### src/rtl/ring_pkg.sv
// ring_pkg: shared field positions of a ring packet.
// Layout from bit 0 upward: reply, inval, read, ttl[1:0], data, index, tag.
// The flag and TTL positions are fixed; the wider fields are sized by the modules.
package ring_pkg;
    localparam int TTL_W     = 2;
    localparam int REPLY_BIT = 0;
    localparam int INVAL_BIT = 1;
    localparam int READ_BIT  = 2;
    localparam int TTL_LSB   = 3;
    localparam int HDR_W     = TTL_LSB + TTL_W;

    typedef logic [TTL_W-1:0] ttl_t;
endpackage

### src/rtl/ring_ingress.sv
// ring_ingress: hold register for the upstream packet.
// Captures the packet and its valid flag whenever the stop is ready.
// Decodes the last-hop condition and the snoop-accept condition.
// Assumes in_ready is low only while the output is stalled.
module ring_ingress
    import ring_pkg::*;
#(
    parameter int   PKT_W   = 33,
    parameter ttl_t TTL_END = '0
) (
    input  logic             clk,
    input  logic             rst_n,
    input  logic             in_valid,
    input  logic [PKT_W-1:0] in_pkt,
    input  logic             in_ready,
    output logic             hold_valid,
    output logic [PKT_W-1:0] hold_pkt,
    output logic             hold_last_hop,
    output logic             snoop_accept,
    output logic             fwd_pending
);
    ttl_t hold_ttl;

    // Valid flag of the hold register, cleared by reset.
    always_ff @(posedge clk) begin
        if (!rst_n)
            hold_valid <= 1'b0;
        else if (in_ready)
            hold_valid <= in_valid;
    end

    // Packet body of the hold register; needs no reset.
    always_ff @(posedge clk) begin
        if (in_ready)
            hold_pkt <= in_pkt;
    end

    // Decode hop state and snoop eligibility of the held packet.
    always_comb begin
        hold_ttl      = hold_pkt[TTL_LSB +: TTL_W];
        hold_last_hop = hold_valid && (hold_ttl == TTL_END);
        fwd_pending   = hold_valid && !hold_last_hop;
        snoop_accept  = fwd_pending &&
                        (hold_pkt[INVAL_BIT] || !hold_pkt[REPLY_BIT]);
    end
endmodule

### src/rtl/ring_packet_build.sv
// ring_packet_build: forms the next outgoing packet.
// A local send builds a new request with a full hop budget. Otherwise the held
// packet is forwarded with one hop removed, and it is optionally turned into a
// reply that carries local data. Purely combinational.
module ring_packet_build
    import ring_pkg::*;
#(
    parameter int   TAG_W   = 8,
    parameter int   IDX_W   = 4,
    parameter int   DATA_W  = 16,
    parameter ttl_t TTL_MAX = '1,
    localparam int  PKT_W   = HDR_W + DATA_W + IDX_W + TAG_W,
    localparam int  DATA_LSB = HDR_W
) (
    input  logic [PKT_W-1:0]  hold_pkt,
    input  logic              set_reply,
    input  logic              send_req,
    input  logic              send_read,
    input  logic              send_inval,
    input  logic [TAG_W-1:0]  core_tag,
    input  logic [IDX_W-1:0]  core_index,
    input  logic [DATA_W-1:0] local_data,
    output logic [PKT_W-1:0]  next_pkt
);
    logic [PKT_W-1:0] fwd_pkt;
    logic [PKT_W-1:0] send_pkt;

    // Forward copy: one hop less, optionally rewritten into a reply.
    always_comb begin
        fwd_pkt = hold_pkt;
        fwd_pkt[TTL_LSB +: TTL_W] = hold_pkt[TTL_LSB +: TTL_W] - ttl_t'(1);
        if (set_reply) begin
            fwd_pkt[DATA_LSB +: DATA_W] = local_data;
            fwd_pkt[REPLY_BIT]          = 1'b1;
        end
    end

    // New request from the local controller.
    always_comb begin
        send_pkt                     = '0;
        send_pkt[PKT_W-1 -: TAG_W]   = core_tag;
        send_pkt[DATA_LSB+DATA_W +: IDX_W] = core_index;
        send_pkt[DATA_LSB +: DATA_W] = local_data;
        send_pkt[TTL_LSB +: TTL_W]   = TTL_MAX;
        send_pkt[READ_BIT]           = send_read;
        send_pkt[INVAL_BIT]          = send_inval;
        send_pkt[REPLY_BIT]          = 1'b0;
    end

    // A local send takes the slot ahead of forwarded traffic.
    always_comb begin
        next_pkt = send_req ? send_pkt : fwd_pkt;
    end
endmodule

### src/rtl/ring_skid.sv
// ring_skid: output stage with a one-entry registered stall buffer.
// A packet that is offered but refused is caught in the buffer. It is then
// replayed unchanged, ahead of any new packet, until it is accepted.
// Assumes the caller stops feeding new forwards while stalled is high.
module ring_skid #(
    parameter int PKT_W = 33
) (
    input  logic             clk,
    input  logic             rst_n,
    input  logic [PKT_W-1:0] next_pkt,
    input  logic             send_req,
    input  logic             fwd_pending,
    input  logic             out_ready,
    output logic             out_valid,
    output logic [PKT_W-1:0] out_pkt,
    output logic             stalled
);
    logic [PKT_W-1:0] stall_pkt;
    logic             fwd_go;

    // Choose the output source: replayed packet, then new packet.
    always_comb begin
        fwd_go    = fwd_pending && !stalled;
        out_valid = stalled || send_req || fwd_go;
        out_pkt   = stalled ? stall_pkt : next_pkt;
    end

    // Stall flag: an offered packet was refused downstream.
    always_ff @(posedge clk) begin
        if (!rst_n)
            stalled <= 1'b0;
        else
            stalled <= out_valid && !out_ready;
    end

    // Stall buffer follows the next packet until a stall freezes it.
    always_ff @(posedge clk) begin
        if (!stalled)
            stall_pkt <= next_pkt;
    end
endmodule

### src/rtl/ring_stop.sv
// ring_stop: one node of a unidirectional coherence ring.
// It holds the upstream packet, forwards it with one hop removed unless its
// trip is over, lets the local controller inject or reply, and absorbs
// downstream backpressure with a one-entry skid buffer.
// Assumes the controller consults may_send before asserting send_req. A send
// issued anyway wins over a forward and is itself lost during a stall.
module ring_stop
    import ring_pkg::*;
#(
    parameter int   TAG_W   = 8,
    parameter int   IDX_W   = 4,
    parameter int   DATA_W  = 16,
    parameter ttl_t TTL_END = 2'd0,
    parameter ttl_t TTL_MAX = 2'd3,
    localparam int  PKT_W   = HDR_W + DATA_W + IDX_W + TAG_W
) (
    input  logic              clk,
    input  logic              rst_n,
    input  logic              in_valid,
    input  logic [PKT_W-1:0]  in_pkt,
    output logic              in_ready,
    output logic              out_valid,
    output logic [PKT_W-1:0]  out_pkt,
    input  logic              out_ready,
    input  logic              send_req,
    input  logic              send_read,
    input  logic              send_inval,
    input  logic              set_reply,
    input  logic [TAG_W-1:0]  core_tag,
    input  logic [IDX_W-1:0]  core_index,
    input  logic [DATA_W-1:0] local_data,
    output logic              hold_valid,
    output logic [PKT_W-1:0]  hold_pkt,
    output logic              hold_last_hop,
    output logic              snoop_accept,
    output logic              may_send
);
    logic             stalled;
    logic             fwd_pending;
    logic [PKT_W-1:0] next_pkt;

    // Refuse input while stalled, and flag when a send is safe.
    always_comb begin
        in_ready = !stalled;
        may_send = !stalled && !fwd_pending;
    end

    ring_ingress #(
        .PKT_W   (PKT_W),
        .TTL_END (TTL_END)
    ) u_ingress (
        .clk           (clk),
        .rst_n         (rst_n),
        .in_valid      (in_valid),
        .in_pkt        (in_pkt),
        .in_ready      (in_ready),
        .hold_valid    (hold_valid),
        .hold_pkt      (hold_pkt),
        .hold_last_hop (hold_last_hop),
        .snoop_accept  (snoop_accept),
        .fwd_pending   (fwd_pending)
    );

    ring_packet_build #(
        .TAG_W   (TAG_W),
        .IDX_W   (IDX_W),
        .DATA_W  (DATA_W),
        .TTL_MAX (TTL_MAX)
    ) u_build (
        .hold_pkt   (hold_pkt),
        .set_reply  (set_reply),
        .send_req   (send_req),
        .send_read  (send_read),
        .send_inval (send_inval),
        .core_tag   (core_tag),
        .core_index (core_index),
        .local_data (local_data),
        .next_pkt   (next_pkt)
    );

    ring_skid #(
        .PKT_W (PKT_W)
    ) u_skid (
        .clk         (clk),
        .rst_n       (rst_n),
        .next_pkt    (next_pkt),
        .send_req    (send_req),
        .fwd_pending (fwd_pending),
        .out_ready   (out_ready),
        .out_valid   (out_valid),
        .out_pkt     (out_pkt),
        .stalled     (stalled)
    );
endmodule

### config.mk
export PLATFORM = sky130hd
export DESIGN_NAME = ring_stop
export DESIGN_NICKNAME = d
export VERILOG_FILES = /design/src/rtl/ring_pkg.sv /design/src/rtl/ring_ingress.sv /design/src/rtl/ring_packet_build.sv /design/src/rtl/ring_skid.sv /design/src/rtl/ring_stop.sv
export SDC_FILE = /design/constraint.sdc
export NUM_CORES = 1
export LEC_CHECK = 0
export ABC_CLOCK_PERIOD_IN_PS = 3870
export CORE_MARGIN = 2
export CORE_UTILIZATION = 60
export CTS_BUF_LIST = sky130_fd_sc_hd__clkbuf_8 sky130_fd_sc_hd__clkbuf_16
export DETAILED_ROUTE_END_ITERATION = 7
export DONT_BUFFER_PORTS = 1
export GPL_ROUTABILITY_DRIVEN = 0
export PLACE_DENSITY = 0.76
export SLEW_MARGIN = 20
export SYNTH_ARGS = -nofsm -noshare
export SYNTH_HDL_FRONTEND = slang
export SYNTH_SLANG_ARGS = --single-unit
### constraint.sdc
create_clock -name clk -period 3.87 [get_ports clk]
set_input_delay 0.774 -clock clk [delete_from_list [all_inputs] [get_ports clk]]
set_output_delay 0.774 -clock clk [all_outputs]
set_load 0.01 [all_outputs]
==> Word-level counts from Yosys, hierarchy flattened <==
Cells that the tools add are included.
{ "op_classes": {"add_sub_neg": 1, "n_mux": 4, "n_reduce_logical": 15} }
{ "op_table": {"columns": ["cell", "n"], "rows": [
  ["$mux W33", 2],
  ["$mux W16", 1],
  ["$logic_and A1 B1 Y1", 6],
  ["$logic_not A1 Y1", 5],
  ["$logic_or A1 B1 Y1", 3],
  ["$logic_not A2 Y1", 1],
  ["$sub A2 B1 Y2 const B", 1],
  ["$mux W1", 1]
]} }
{ "totals": {"regBits": 68, "out_inout_bits": 72} }

==> Longest topological paths before layout <==
{ "logic_depth": {"ltp_word": 7, "mapped_depth": 6, "depth_no_buf": 4} }

==> Cells and area by module <==
A second synthesis with hierarchy kept.
{ "unflattened": {"hier_cells": 154, "hier_area_um2": 2635.0} }
{ "modules_own_cells": {"columns": ["mod", "n_inst", "cells_each", "area_per_inst_um2", "seq_area_each_um2"], "rows": [
  ["ring_skid", 1, 73, 1098.6, 680.7],
  ["ring_ingress", 1, 40, 1066.0, 1011.0],
  ["ring_packet_build", 1, 39, 462.9, 0.0],
  ["ring_stop", 1, 2, 7.5, 0.0]
]} }

==> Worst setup path after synthesis <==
Ideal clock, no wire load.
{ "synth_path": {"path_type": "register to output", "startpoint": "register u_skid.stalled", "endpoint": "output out_pkt[3]", "t_arrival_ns": 1.838, "required_ns": 3.096, "slack_ns": 1.258, "path_stages_with_launch": 6, "path_buffers": 3, "cell_sequence": "dfxtp_1 -> buf_6 -> buf_6 -> buf_2 -> inv_1 -> a2bb2oi_1"} }
{ "synth_between": {"elab_chain_len": 1} }
{ "synth_rtl": {"columns": ["element", "line", "source"], "rows": [
  ["start: declaration", "ring_skid.sv:16", "output logic stalled"],
  ["start signal: assignment", "ring_skid.sv:33", "stalled <= out_valid && !out_ready;"],
  ["$mux W33", null, null],
  ["end: declaration", "ring_stop.sv:23", "output logic [PKT_W-1:0] out_pkt,"]
]} }
No other way between the ends.

==> Worst setup path in the final report <==
{ "layout_path": {"startpoint": "register u_skid.stalled", "endpoint": "output out_pkt[15]"} }
Same word-level chain as after synthesis.

==> key figures <==
Run status
  • Status: complete, no violations

Pwr
  • Leak pwr: 1.097 nW
  • Part of the power in registers: 0.589
  • Clock power frac: 0.330
  • Switching share of power: 0.2424
  • Power Dens Cells: about 540 mW/mm^2
  • Worst vdd ir: 0.0003476 V
  • Sw Pwr: 0.0003597 W
  • Internal: 0.001124 W
  • Pwr Total: 0.001484 W
  • Combinational power share: 0.081

STA
  • RSZ-0062 raised after global routing: false
  • Min Clock Period, post-route: between 2 and 3 ns
  • Final Hold Violating Endpoints: 0
  • Hold Slack: approximately 0.52 ns
  • Normalized max-slew margin: 0.5686
  • Setup_tns: 0 ns
  • Period utilisation layout: 0.6909
  • Setup violations, final: 0
  • Max Clk Rate: 0.3740 GHz
  • Measured slew at the worst slew-check pin: 0.6464 ns
  • Skew final: between 0.006 and 0.007 ns
  • Final Max Slew Viols: 0

Synthesis
  • Seq cells post-synth: between 60 and 70
  • Synth Cell Area: roughly 0.0026 mm^2
  • Syn nets: 280
  • Mapped Cells: 210
  • Synth warn: 0
  • Synth cell types: 23
  • Post-synthesis sequential area ratio: 0.6466
  • Syn_area_per_cell: 12.46 um^2

Clock tree
  • TritonCTS Buffers: 9
  • H-tree Lvls: 3
  • Root buf cell: clkbuf_8
  • CTS Hold Bufs: 0
  • Post-CTS Setup Repair Bufs: 0
  • PostCTS Resize Cnt: 0
  • Later-pin clock latency in the skew report: 0.32 ns
  • Clock Sinks: 68
  • Clk buf depth: 2
  • Clock transition at path regs: 0.06 ns
  • CTS tree: built

Floorplanning
  • Chip height: around 70 um
  • Starting Density: 0.6136
  • Core area: 0.004264 mm^2
  • Num rows: 24
  • I/O pin cnt: 141
  • Chip width: between 70 and 80 um
  • Die area: 0.004905 mm^2

Cells and area
  • Layout area overhead: 5.404%
  • Fraction of layout cells with a size suffix above 1: 0.07512
  • ANT cells: 0
  • Nets: between 200 and 300
  • Number of fill cells: 342

GRT
  • Antenna violations before repair: 0
  • Number of global-route vias before repair: between 1500 and 2000
  • Tot GR Track Use: 0.2164
  • First-pass GRT wire length: roughly 8.1 mm
  • Largest net degree at the start of global routing: 51
  • Aggregate global routing overflow: 0

Drt
  • DR vias/cell: 6.106
  • Met2 WL post-DR: between 2 and 3 mm
  • Met3 wire len: 471 um
  • WL per Instance: between 20 and 25 um
  • Top layer used by detailed routing: met4
  • Via Count: around 1600
  • 1st-iter DRT viols: 59
  • Post-DRT Antenna Nets: 0
  • Metal1 wirelength: 2.011 mm
  • DRC viols: 0
  • WL final: 5.358 mm
  • Drt pass-1 iters: 5

Setup path
  • Worst R2R Start: u_skid.stalled
  • FF-to-FF End: u_ingress.hold_pkt[31]
  • R2r worst-path depth: 2
  • Reg2Reg Setup Slack: around 2 ns
  • Worst setup path class: flip-flop to primary output
  • Required time of the worst setup path: 3.10 ns
  • Critical path peak fanout: 50
  • Worst setup SP type: flip-flop
  • CP arrival: 1.90 ns
  • CP Capture Type: primary output

Job
  • Max Cap Viol: 0

Hold path
  • Worst Hold Class: flip-flop to flip-flop
  • Min-delay src: u_skid.stall_pkt[25]
  • WHS Path Cells: 2
  • Hold EP: u_skid.stall_pkt[25]

Placement
  • Post-DP HPWL: around 3.8 mm
  • Number of I/O port buffers: 0
[per-stage QoR]
step / area [um^2] / instances / setup slack, ns / utilization
5_1_grt: 2758 / 265 / 1.026 / 0.6467
6_report: 2758 / 265 / 1.196 / 0.6467
3_5_place_dp: 2586 / 249 / 1.521 / 0.6065
4_1_cts: 2758 / 265 / 1.165 / 0.6467
3_3_place_gp: 2586 / 249 / 1.576 / 0.6065
2_1_floorplan: 2616 / 210 / 1.258 / -
[logic make-up after synthesis]
| group | synth area share |
|---|---|
| compound gates | 0.09661 |
| buf+inv | 0.07269 |
| simple gates | 0.1220 |
| mux | 0.05739 |
| fa+ha+maj | 0.004782 |
| flops | 0.6466 |
[cells in the final DEF (no fill, tap or decap), drive strengths merged, types with 4 or more instances in the layout]
| cell | instances |
|---|---|
| o21ai | 14 |
| edfxtp | 33 |
| or4b | 16 |
| nor2 | 4 |
| nand2 | 31 |
| clkbuf | 11 |
| dfxtp | 35 |
| mux2i | 15 |
| inv | 24 |
| o311ai | 16 |
[worst max-delay path by stage]
| stage | from | to | cells after the start |
|---|---|---|---|
| global placement | u_skid.stalled | out_pkt[20] | 3 |
| global route | u_skid.stalled | out_pkt[18] | 3 |
| floorplan | u_skid.stalled | out_pkt[3] | 5 |
| finish | u_skid.stalled | out_pkt[15] | 3 |
| CTS | u_skid.stalled | out_pkt[9] | 3 |
| detailed placement | u_skid.stalled | out_pkt[9] | 3 |
[sequential cells by signal (all words and copies together), names as in the netlist]
register and flops:
u_ingress.hold_pkt 33, u_skid.stalled 1, u_ingress.hold_valid 1, u_skid.stall_pkt 33
[power by group through the flow]
stage / logic, W / clock network [W] / registers, W
3_3_place_gp: 0.000114 / 0 / 0.000888
6_report: 0.000120 / 0.000490 / 0.000874
2_1_floorplan: 0.000117 / 0 / 0.000875
4_1_cts: 0.000121 / 0.000503 / 0.000874
3_5_place_dp: 0.000121 / 0 / 0.000889
5_1_grt: 0.000132 / 0.000528 / 0.000880
[worst max-delay path, cell delays in order (launching register included)]
cell and delay (ns):
dfxtp_2 0.49, buf_4 0.34, or4b_1 0.56, o311ai_1 0.17
[cell type report]
| cell class | count | area [um^2] | area share |
|---|---|---|---|
| Clock inverter | 5 | 20.02 | 0.007260 |
| Timing Repair Buffer | 2 | 15.01 | 0.005445 |
| Tap cell | 52 | 65.06 | 0.02359 |
| Inverter | 21 | 78.83 | 0.02858 |
| Multi-Input combinational cell | 106 | 734.5 | 0.2663 |
| Sequential cell | 68 | 1693 | 0.6139 |
| Clock buffer | 11 | 151.4 | 0.05490 |
[synthesized netlist by cell type]
| cell type | n | area (um^2) |
|---|---|---|
| mux2i_1 | 15 | 150.1 |
| dfxtp_1 | 35 | 700.7 |
| buf_2 | 5 | 25.02 |
| o31ai_1 | 1 | 7.510 |
| nand2_1 | 31 | 116.4 |
| and2_1 | 1 | 6.260 |
| buf_6 | 6 | 67.56 |
| o21ai_0 | 6 | 30.03 |
| nor2_1 | 3 | 11.26 |
| ha_1 | 1 | 12.51 |
| a21boi_0 | 1 | 7.510 |
| nor2b_1 | 2 | 12.51 |
| or4b_1 | 16 | 160.2 |
| o311ai_1 | 16 | 140.1 |
| or3_1 | 1 | 6.260 |
| nor2_2 | 1 | 6.260 |
| edfxtp_1 | 33 | 991.0 |
| inv_1 | 21 | 78.83 |
| o21ai_1 | 8 | 40.04 |
| o311a_1 | 1 | 10.01 |
| a2bb2oi_1 | 2 | 17.52 |
| clkbuf_1 | 3 | 11.26 |
| buf_4 | 1 | 7.510 |
[routing by layer]
metal	vias up	global-route usage
li1	758	-
met1	757	0.2447
met2	95	0.3640
met3	8	0.07792
met4	0	0.1026
met5	-	0
Note: power is estimated with default switching activity, not from simulation.
